### src/rtl/fw_pkg.sv
package fw_pkg;
  typedef enum logic [1:0] {
    FW_OFF     = 2'd0,
    FW_NORMAL  = 2'd1,
    FW_ENDLESS = 2'd2
  } fw_mode_e;
endpackage

### src/rtl/fw_limit_reg.sv
module fw_limit_reg #(
  parameter int unsigned CNT_W   = 6,
  parameter int unsigned LIM_RST = 32
) (
  input  logic                 clk_i,
  input  logic                 rst_ni,
  input  logic                 wr_i,
  input  logic [CNT_W-1:0]     data_i,
  output logic [CNT_W-1:0]     lim_o,
  output fw_pkg::fw_mode_e     mode_o
);
  localparam logic [CNT_W-1:0] LIM_MAX = {CNT_W{1'b1}};

  logic [CNT_W-1:0] lim_q;

  always_ff @(posedge clk_i or negedge rst_ni) begin
    if (!rst_ni)   lim_q <= CNT_W'(LIM_RST);
    else if (wr_i) lim_q <= data_i;
  end

  always_comb begin
    if (lim_q == '0)          mode_o = fw_pkg::FW_OFF;
    else if (lim_q == LIM_MAX) mode_o = fw_pkg::FW_ENDLESS;
    else                       mode_o = fw_pkg::FW_NORMAL;
  end

  assign lim_o = lim_q;
endmodule

### src/rtl/fw_sync_gate.sv
module fw_sync_gate (
  input  logic clk_i,
  input  logic rst_ni,
  input  logic sync_i,
  output logic active_o
);
  logic sync_q;

  always_ff @(posedge clk_i or negedge rst_ni) begin
    if (!rst_ni) sync_q <= 1'b0;
    else         sync_q <= sync_i;
  end

  // first synced edge clears, counting starts on the next one
  assign active_o = sync_i & sync_q;
endmodule

### src/rtl/fw_loss_detect.sv
module fw_loss_detect #(
  parameter int unsigned CNT_W = 6
) (
  input  logic                 clk_i,
  input  logic                 rst_ni,
  input  logic                 active_i,
  input  logic                 done_i,
  input  logic                 err_i,
  input  fw_pkg::fw_mode_e     mode_i,
  input  logic [CNT_W-1:0]     cnt_i,
  input  logic [CNT_W-1:0]     lim_i,
  output logic                 ovf_o,
  output logic                 loss_o
);
  logic loss_q;

  assign ovf_o = active_i & done_i & err_i &
                 (mode_i == fw_pkg::FW_NORMAL) & (cnt_i >= lim_i);

  always_ff @(posedge clk_i or negedge rst_ni) begin
    if (!rst_ni) loss_q <= 1'b0;
    else         loss_q <= ovf_o;
  end

  assign loss_o = loss_q;
endmodule

### src/rtl/fw_counter.sv
module fw_counter #(
  parameter int unsigned CNT_W = 6
) (
  input  logic                 clk_i,
  input  logic                 rst_ni,
  input  logic                 active_i,
  input  logic                 done_i,
  input  logic                 err_i,
  input  logic                 ovf_i,
  input  fw_pkg::fw_mode_e     mode_i,
  output logic [CNT_W-1:0]     cnt_o
);
  localparam logic [CNT_W-1:0] CNT_MAX = {CNT_W{1'b1}};

  logic [CNT_W-1:0] cnt_q, cnt_d;

  always_comb begin
    cnt_d = cnt_q;
    if (!active_i || mode_i == fw_pkg::FW_OFF || ovf_i) begin
      cnt_d = '0;
    end else if (done_i) begin
      if (err_i) begin
        if (cnt_q != CNT_MAX) cnt_d = cnt_q + 1'b1;
      end else begin
        if (cnt_q != '0) cnt_d = cnt_q - 1'b1;
      end
    end
  end

  always_ff @(posedge clk_i or negedge rst_ni) begin
    if (!rst_ni) cnt_q <= '0;
    else         cnt_q <= cnt_d;
  end

  assign cnt_o = cnt_q;
endmodule

### src/rtl/sync_flywheel.sv
module sync_flywheel #(
  parameter int unsigned CNT_W   = 6,
  parameter int unsigned LIM_RST = 32
) (
  input  logic             clk_i,
  input  logic             rst_ni,
  input  logic             sync_i,
  input  logic             blk_done_i,
  input  logic             blk_err_i,
  input  logic             lim_wr_i,
  input  logic [CNT_W-1:0] lim_data_i,
  output logic             loss_o,
  output logic [CNT_W-1:0] count_o
);
  logic             active;
  logic             ovf;
  logic [CNT_W-1:0] lim_q;
  logic [CNT_W-1:0] cnt;
  fw_pkg::fw_mode_e mode;

  fw_limit_reg #(.CNT_W(CNT_W), .LIM_RST(LIM_RST)) u_lim (
    .clk_i  (clk_i),
    .rst_ni (rst_ni),
    .wr_i   (lim_wr_i),
    .data_i (lim_data_i),
    .lim_o  (lim_q),
    .mode_o (mode)
  );

  fw_sync_gate u_gate (
    .clk_i    (clk_i),
    .rst_ni   (rst_ni),
    .sync_i   (sync_i),
    .active_o (active)
  );

  fw_loss_detect #(.CNT_W(CNT_W)) u_loss (
    .clk_i    (clk_i),
    .rst_ni   (rst_ni),
    .active_i (active),
    .done_i   (blk_done_i),
    .err_i    (blk_err_i),
    .mode_i   (mode),
    .cnt_i    (cnt),
    .lim_i    (lim_q),
    .ovf_o    (ovf),
    .loss_o   (loss_o)
  );

  fw_counter #(.CNT_W(CNT_W)) u_cnt (
    .clk_i    (clk_i),
    .rst_ni   (rst_ni),
    .active_i (active),
    .done_i   (blk_done_i),
    .err_i    (blk_err_i),
    .ovf_i    (ovf),
    .mode_i   (mode),
    .cnt_o    (cnt)
  );

  assign count_o = cnt;
endmodule

### config.mk
export PLATFORM = sky130hd
export DESIGN_NAME = sync_flywheel
export DESIGN_NICKNAME = d
export VERILOG_FILES = /design/src/rtl/fw_pkg.sv /design/src/rtl/fw_limit_reg.sv /design/src/rtl/fw_sync_gate.sv /design/src/rtl/fw_loss_detect.sv /design/src/rtl/fw_counter.sv /design/src/rtl/sync_flywheel.sv
export SDC_FILE = /design/constraint.sdc
export NUM_CORES = 1
export LEC_CHECK = 0
export BUFFER_PORTS_ARGS = -buffer_cell sky130_fd_sc_hd__clkbuf_2
export CORE_UTILIZATION = 57
export DETAILED_ROUTE_END_ITERATION = 8
export GPL_TIMING_DRIVEN = 0
export HOLD_SLACK_MARGIN = 0.02
export PLACE_DENSITY = 0.83
export SLEW_MARGIN = 20
export SYNTH_ARGS = -nofsm -noshare
export SYNTH_HDL_FRONTEND = slang
export SYNTH_SLANG_ARGS = --single-unit
export TNS_END_PERCENT = 30
### constraint.sdc
create_clock -name clk_i -period 4.4 [get_ports clk_i]
set_clock_uncertainty 0.15 [all_clocks]
set_input_delay 0.66 -clock clk_i [delete_from_list [all_inputs] [get_ports clk_i]]
set_output_delay 0.66 -clock clk_i [all_outputs]
set_load 0.02 [all_outputs]
==> results of run 1 <==
[routing by layer]
metal	up-vias	part of all wire, %
li1	410	-
met1	408	46
met2	24	48
met3	5	4.1
met4	0	1.7
met5	-	0
[final timing paths]
kind / to / slack [ns] / startpoint
max in group asynchronous: u_lim.lim_o[5]$_DFFE_PN1P_ / 3.68 / rst_ni
worst max-delay path: u_cnt.cnt_o[5]$_DFFE_PN0P_ / 1.72 / blk_err_i
min in group clk_i: u_gate.sync_q$_DFF_PN0_ / 0.34 / sync_i
worst min register to register: u_lim.lim_o[5]$_DFFE_PN1P_ / 0.38 / u_lim.lim_o[5]$_DFFE_PN1P_
worst max register to register: u_cnt.cnt_o[5]$_DFFE_PN0P_ / 2.04 / u_cnt.cnt_o[4]$_DFFE_PN0P_
worst min-delay path: u_cnt.cnt_o[0]$_DFFE_PN0P_ / 0.1 / rst_ni
[layout make-up]
class	count	area, sq um	area share (%)
flip-flops and latches	14	352	32.4
clock buffers	4	36.3	3.34
inverters	10	38.8	3.57
well taps	16	20.0	1.84
plain buffers	1	3.75	0.346
multi-input cells	73	546	50.2
repair buffers	18	90.1	8.29
[sequential cells by signal, indices dropped and copies added (netlist names)]
name           flops
u_gate.sync_q      1
u_loss.loss_o      1
u_cnt.cnt_o        6
u_lim.lim_o        6
[logic make-up (layout without fill, tap and decap cells)]
group	Yosys count	in the layout	share of synthesized area [%]
AO/OA/AOI/OAI	26	26	20.2
multiplexers	1	1	1.20
buffers and inverters	11	33	4.53
flip-flops	14	14	37.4
adder cells (fa/ha/maj)	11	11	15.4
AND/OR/NAND/NOR	35	35	21.2
[power groups by stage]
stage	combinational (mW)	clock [mW]	sequential, mW
floorplan	0.0426	0	0.148
global placement	0.0630	0	0.147
detailed placement	0.0664	0	0.147
CTS	0.0672	0.0968	0.145
global route	0.0757	0.104	0.146
finish	0.0672	0.0986	0.145
[critical path, delay by kind of cell]
family,cells,cell delay (ns)
fa+ha+maj,1,0.38
simple gates,3,1.01
buf+inv,2,0.39
compound gates,2,0.31
[synthesized netlist by cell type, types with 2 or more instances]
master / count
sky130_fd_sc_hd__nand2_1: 7
sky130_fd_sc_hd__ha_1: 10
sky130_fd_sc_hd__a21oi_1: 6
sky130_fd_sc_hd__nand4_1: 4
sky130_fd_sc_hd__a21o_1: 2
sky130_fd_sc_hd__o21ai_0: 7
sky130_fd_sc_hd__a211oi_1: 2
sky130_fd_sc_hd__nor2_1: 6
sky130_fd_sc_hd__inv_1: 8
sky130_fd_sc_hd__or4_1: 4
sky130_fd_sc_hd__nor3_1: 3
sky130_fd_sc_hd__nor2b_1: 3
sky130_fd_sc_hd__dfrtp_1: 13
[cell usage in the layout, fill, tap and decap left out, types with 2 or more instances in the layout]
master / n
sky130_fd_sc_hd__a21oi_1: 6
sky130_fd_sc_hd__nor2b_1: 3
sky130_fd_sc_hd__dfrtp_1: 13
sky130_fd_sc_hd__nor2_1: 6
sky130_fd_sc_hd__clkbuf_4: 3
sky130_fd_sc_hd__clkbuf_2: 18
sky130_fd_sc_hd__inv_1: 8
sky130_fd_sc_hd__or4_1: 4
sky130_fd_sc_hd__a21o_1: 2
sky130_fd_sc_hd__o21ai_0: 7
sky130_fd_sc_hd__ha_1: 10
sky130_fd_sc_hd__nor3_1: 3
sky130_fd_sc_hd__nand2_1: 7
sky130_fd_sc_hd__a211oi_1: 2
sky130_fd_sc_hd__nand4_1: 4
==> implementation parameters, run 1 <==
Parameter                              Value

Outcome
  Status ... completed

Place
  Detail Placement HPWL ... 1580 um
  GP Congestion ... 0.852
  Count of buffers inserted at the top-level ports ... 18
  Post-Place Setup Slack ... 1.41 ns
  Placed instance count ... 132
  Placed instance area ... 1050 sq um

Clocking
  Later-pin clock latency in the skew report ... 0.30 ns
  Clock slew at the register clock pins of the worst setup and hold paths ... 0.10 ns
  Post-CTS Setup Inserts ... 0
  CTS Buffer Depth ... 2
  TritonCTS buffer count ... 3
  Number of buffers inserted by hold repair at cts ... 0
  Number of sinks driven by the clock tree ... 14
  Clock tree from TritonCTS ... built
  Root Buffer Master ... sky130_fd_sc_hd__clkbuf_4
  H-tree Lvls ... 1
  Gates resized, CTS repair ... 0

Pwr
  VDD IR max ... 0.203 mV
  Register share of total power ... 46.6%
  Fraction of power spent switching nets ... 30.6%
  Total power after layout ... 0.311 mW
  Net switching power ... 0.0950 mW
  Internal power summed over all cells ... 0.216 mW
  Comb pwr share ... 21.6%
  Clock share of power ... 31.7%
  Leak Pwr ... 0.543 nW
  PD cells ... 286 nW/um^2

Layout
  Relative area change from synthesis to final layout ... 15.6%
  Net total in the final layout ... 144
  Post-Layout Cell Count ... 136
  Fraction of layout cells with a size suffix above 1 ... 25.0%
  Antenna Cells ... 0
  Core Util, Final ... 71.3%
  Number of inserted filler cells in the final layout ... 111
  Total non-filler cell area in the finished layout ... 1090 sq um

Setup path
  Maximum fanout along the worst path ... 7
  Setup CP Type ... in -> reg
  Worst-case reg-to-reg path depth ... 6
  Nature of the critical path endpoint ... register
  Worst path max stage delay ... 0.49 ns
  Worst path cell trace ... clkbuf_2 -> clkinv_2 -> ha_1 -> a21oi_1 -> nor2_1 -> or4_1 -> or4_1 -> a21oi_1
  Kind of start point of the critical path ... input pin
  Arrival @ worst endpoint ... 2.76 ns
  Critical path's slowest cell ... sky130_fd_sc_hd__or4_1
  Data required time at the worst endpoint ... 4.48 ns

Global routing
  Met2 usage ... 44.0%
  Global Route met3 Usage ... 3.88%
  Grt total ovfl ... 0
  GRT Util Overall ... 26.6%
  Busiest layer in global routing ... met2
  Initial antenna violation count ... 0
  Largest net degree at the start of global routing ... 15
  Global-route wire length before repair ... 3640 um
  Met1 global-route usage ... 35.5%
  Number of global-route vias before repair ... 827

Yosys
  Net Count, Synth ... 121
  Yosys reg bits ... 14
  Cells after Synth ... 98
  Number of enable flip-flop cells after synthesis ... 0
  Syn Std Cell Area ... 940 sq um
  Sequential-to-total area share from yosys stat ... 37.4%
  Primary FF master, synth ... sky130_fd_sc_hd__dfrtp_1
  Cell type contributing the most total cell area after synthesis ... sky130_fd_sc_hd__dfrtp_1
  Proportion of netlist area held by the largest area contributor ... 34.6%
  Count of distinct cell types in the synthesized netlist ... 36
  Total number of yosys warnings ... 0
  Cell types with the largest area share after synthesis ... sky130_fd_sc_hd__dfrtp_1 (35%), sky130_fd_sc_hd__ha_1 (13%), sky130_fd_sc_hd__o21ai_0 (3.7%)
  Post-synthesis area per instance ... 9.59 sq um
  FFs w/ async S/R, synth ... 100%

STA
  Number of hold-slack violations in the final timing report ... 0
  Share of the cycle needed by the critical path after routing ... 60.9%
  Crit path time final ... 2.68 ns
  Measured slew at the worst slew-check pin ... 0.500 ns
  Unrepaired setup endpoints after global routing ... no
  Post-Route Hold Slack ... 0.0970 ns
  Final worst-path setup slack ... 1.72 ns
  Highest clock frequency the design can meet ... 373 MHz
  Setup TNS ... 0 ns
  Max Transition Viols Final ... 0
  Final count of negative-setup-slack endpoints ... 0
  Relative slew margins ... 66.4%

Hold path
  Worst min-delay path category ... in -> async

Floorplan
  Area of the core ... 1520 sq um
  Count of boundary I/O pins ... 19
  DIE WIDTH ... 42.6 um
  Num rows ... 14
  Die boundary height ... 42.6 um
  Initial standard-cell utilization of the core ... 61.7%
  Die ar. ... 1810 sq um

Route
  Post-DR vias/cell ... 6.23
  Number of DRC markers after the initial detailed-route iteration ... 25
  Final antenna-violating net count ... 0
  Drt drc ... 0
  Drt pass-1 iters ... 4
  Average routed wire per standard cell ... 15.1 um
  Routed WL ... 2050 um
  Via count of the routed design ... 847

Run
  Max-cap violation count ... 0
(Power assumes the default switching activity.)
==> run 2: changes to the inputs <==
--- a/config.mk
+++ b/config.mk
@@ -6,11 +6,11 @@
 export NUM_CORES = 1
 export LEC_CHECK = 0
 export BUFFER_PORTS_ARGS = -buffer_cell sky130_fd_sc_hd__clkbuf_2
-export CORE_UTILIZATION = 57
+export CORE_UTILIZATION = 48
 export DETAILED_ROUTE_END_ITERATION = 8
 export GPL_TIMING_DRIVEN = 0
 export HOLD_SLACK_MARGIN = 0.02
-export PLACE_DENSITY = 0.83
+export PLACE_DENSITY = 0.75
 export SLEW_MARGIN = 20
 export SYNTH_ARGS = -nofsm -noshare
 export SYNTH_HDL_FRONTEND = slang
==> constraint.sdc (replaced) <==
create_clock -name clk_i -period 2.2 [get_ports clk_i]
set_clock_uncertainty 0.15 [all_clocks]
set_input_delay 0.33 -clock clk_i [delete_from_list [all_inputs] [get_ports clk_i]]
set_output_delay 0.33 -clock clk_i [all_outputs]
set_load 0.02 [all_outputs]
==> implementation parameters, run 2 (synthesis results as in run 1) <==
Parameter                              Value

Setup path
  Arrival @ worst endpoint ... 2.18 ns (was 2.76 ns)
  Endpoint of the worst register-to-register path ... u_cnt.cnt_o[3]$_DFFE_PN0P_ (was u_cnt.cnt_o[5]$_DFFE_PN0P_)
  Levels on crit path ... 7 (was 8)
  Worst path cell trace ... buf_6 -> or4_4 -> nor4_4 -> buf_4 -> nor3_1 -> a22oi_1 -> nor2_1 (was clkbuf_2 -> clkinv_2 -> ha_1 -> a21oi_1 -> nor2_1 -> or4_1 -> or4_1 -> a21oi_1)
  Setup slack on the worst flop-to-flop path ... 0.03 ns (was 2.04 ns)
  Worst setup path startpoint ... u_cnt.cnt_o[3]$_DFFE_PN0P_ (was blk_err_i)
  Maximum fanout along the worst path ... 4 (was 7)
  Nature of the critical path endpoint ... register (unchanged)
  Data required time at the worst endpoint ... 2.22 ns (was 4.48 ns)
  Worst path max stage delay ... 0.52 ns (was 0.49 ns)
  Critical path's slowest cell ... sky130_fd_sc_hd__or4_4 (was sky130_fd_sc_hd__or4_1)
  Setup CP Type ... reg -> reg (was in -> reg)
  Start of the worst register-to-register path ... u_cnt.cnt_o[3]$_DFFE_PN0P_ (was u_cnt.cnt_o[4]$_DFFE_PN0P_)
  Worst path bufs/invs ... 2 (unchanged)
  Critical path's top delay family ... simple AND/OR/NAND/NOR gates (unchanged)
  Worst-case reg-to-reg path depth ... 7 (was 6)
  Kind of start point of the critical path ... register (was input pin)

Pwr
  Register share of total power ... 45.1% (was 46.6%)
  Fraction of power spent switching nets ... 29.5% (was 30.6%)
  Internal power summed over all cells ... 0.455 mW (was 0.216 mW)
  Comb pwr share ... 26.1% (was 21.6%)
  Clock share of power ... 28.7% (was 31.7%)
  Leak Pwr ... 0.590 nW (was 0.543 nW)
  PD cells ... 519 nW/um^2 (was 286 nW/um^2)
  VDD IR max ... 0.476 mV (was 0.203 mV)
  Net switching power ... 0.191 mW (was 0.0950 mW)

Floorplan
  Num rows ... 15 (was 14)
  Area of the core ... 1780 sq um (was 1520 sq um)
  Initial standard-cell utilization of the core ... 52.7% (was 61.7%)
  Die ar. ... 2140 sq um (was 1810 sq um)
  DIE WIDTH ... 46.2 um (was 42.6 um)
  Count of boundary I/O pins ... 19 (unchanged)
  Die boundary height ... 46.2 um (was 42.6 um)

Global routing
  Number of global-route vias before repair ... 819 (was 827)
  Grt total ovfl ... 0 (unchanged)
  GRT Util Overall ... 23.1% (was 26.6%)
  Initial antenna violation count ... 0 (unchanged)
  Largest net degree at the start of global routing ... 15 (unchanged)
  Global-route wire length before repair ... 3530 um (was 3640 um)

STA
  Max Transition Viols Final ... 0 (unchanged)
  Highest clock frequency the design can meet ... 462 MHz
  Crit path time final ... 2.17 ns
  Measured slew at the worst slew-check pin ... 0.611 ns (was 0.500 ns)
  Unrepaired setup endpoints after global routing ... yes (was no)
  Final count of negative-setup-slack endpoints ... 0 (unchanged)
  Number of hold-slack violations in the final timing report ... 0 (unchanged)
  Final worst-path setup slack ... 0.0342 ns (was 1.72 ns)
  Relative slew margins ... 58.8% (was 66.4%)
  Share of the cycle needed by the critical path after routing ... 98.4%

Hold path
  Origin of the worst min-delay path ... lim_data_i[2]
  Count of cells along the worst hold path ... 3
  Hold-critical path endpoint ... u_lim.lim_o[2]$_DFFE_PN0P_
  Worst min-delay path category ... in -> reg (was in -> async)

Route
  Drt drc ... 0 (unchanged)
  Post-DR vias/cell ... 5.58 (was 6.23)
  Via count of the routed design ... 859 (was 847)
  Drt pass-1 iters ... 4 (unchanged)
  Average routed wire per standard cell ... 14.8 um (was 15.1 um)
  Final antenna-violating net count ... 0 (unchanged)
  Routed WL ... 2280 um (was 2050 um)
  Number of DRC markers after the initial detailed-route iteration ... 23 (was 25)

Place
  GP Congestion ... 0.780 (was 0.852)
  Detail Placement HPWL ... 1570 um (was 1580 um)
  Placed instance count ... 141 (was 132)
  Post-Place Setup Slack ... -0.387 ns (was 1.41 ns)
  Count of buffers inserted at the top-level ports ... 18 (unchanged)

Run
  Max-cap violation count ... 0 (unchanged)

Layout
  Relative area change from synthesis to final layout ... 32.2% (was 15.6%)
  Post-Layout Cell Count ... 154 (was 136)
  Commonest non-fill, non-tap cells in the layout ... sky130_fd_sc_hd__clkbuf_2 (17), sky130_fd_sc_hd__dfrtp_1 (9), sky130_fd_sc_hd__ha_1 (8) (was sky130_fd_sc_hd__clkbuf_2 (18), sky130_fd_sc_hd__dfrtp_1 (13), sky130_fd_sc_hd__ha_1 (10))
  Antenna Cells ... 0 (unchanged)
  Net total in the final layout ... 153 (was 144)
  Fraction of layout cells with a size suffix above 1 ... 39.5% (was 25.0%)
  Leading cell type in the layout, fill and taps excluded ... sky130_fd_sc_hd__clkbuf_2 (unchanged)

Clocking
  Root Buffer Master ... sky130_fd_sc_hd__clkbuf_4 (unchanged)
  Clock tree from TritonCTS ... built (unchanged)
  H-tree Lvls ... 1 (unchanged)
  CTS Buffer Depth ... 2 (unchanged)
  TritonCTS buffer count ... 3 (unchanged)
  Number of sinks driven by the clock tree ... 14 (unchanged)
  Later-pin clock latency in the skew report ... 0.28 ns (was 0.30 ns)
  Clock slew at the register clock pins of the worst setup and hold paths ... 0.09 ns (was 0.10 ns)

Outcome
  Status ... completed (unchanged)
==> run 2: cell types whose count changed in the layout (fill, tap and decap cells not counted), sizes merged <==
cell,before,now
dlygate4sd3,0,2
buf,0,7
==> run 2: what timing repair did <==
item | 4_1_cts | 5_1_grt
pin swaps | 1 | 4
endpoints found under the hold margin | 14 | 0
hold buffers | 2 | 0
resized for setup | 2 | 15
endpoints found under the setup margin | 1 | 6
setup buffers | 4 | 3
==> run 2: power groups by stage <==
stage / Sequential (mW) / Clock (mW) / Combinational [mW]
finish: 0.291 / 0.185 / 0.169
detailed placement: 0.296 / 0 / 0.134
global route: 0.293 / 0.206 / 0.186
floorplan: 0.296 / 0 / 0.0870
CTS: 0.290 / 0.186 / 0.144
global placement: 0.294 / 0 / 0.129
==> run 2: worst max-delay path by stage <==
stage / endpoint / slack (ns)
after floorplan: u_cnt.cnt_o[5]$_DFFE_PN0P_ / 0.02
after global placement: u_cnt.cnt_o[5]$_DFFE_PN0P_ / -0.34
after detailed placement: u_cnt.cnt_o[5]$_DFFE_PN0P_ / -0.39
after CTS: u_cnt.cnt_o[5]$_DFFE_PN0P_ / 0.03
after global routing: u_cnt.cnt_o[3]$_DFFE_PN0P_ / -0.06
final: u_cnt.cnt_o[3]$_DFFE_PN0P_ / 0.03
==> run 2: tightest hold or removal path, cell delays in order <==
cell and delay (ns):
sky130_fd_sc_hd__clkbuf_2 0.08, sky130_fd_sc_hd__nand2_1 0.04, sky130_fd_sc_hd__o21ai_0 0.06
==> run 2: metal layers <==
metal | up-vias | global-route usage (%) | part of all wire, %
met2 | 27 | 39.2 | 47
met3 | 6 | 7.06 | 5.0
met5 | - | 0 | 0
li1 | 431 | - | -
met4 | 0 | 5.29 | 2.3
met1 | 395 | 28.3 | 45
==> run 2: layout make-up <==
class | count | area, sq um
Buffer | 1 | 3.75
Clock buffer | 4 | 36.3
Fill cell | 137 | 541
Inverter | 10 | 45.0
Multi-Input combinational cell | 73 | 601
Sequential cell | 14 | 357
Tap cell | 25 | 31.3
Timing Repair Buffer | 27 | 169
==> run 2: stage by stage <==
step                area, sq um  setup TNS [ns]  hold WS (ns)  util [%]  power (mW)
floorplan                   953               0        -0.116         -       0.383
CTS                        1170               0         0.106      65.5       0.620
global route               1240          -0.129        0.0949      69.7       0.686
global placement           1070          -0.344        0.0929      60.3       0.423
detailed placement         1070          -0.387        0.0991      60.3       0.430
finish                     1240               0        0.0977      69.7       0.645
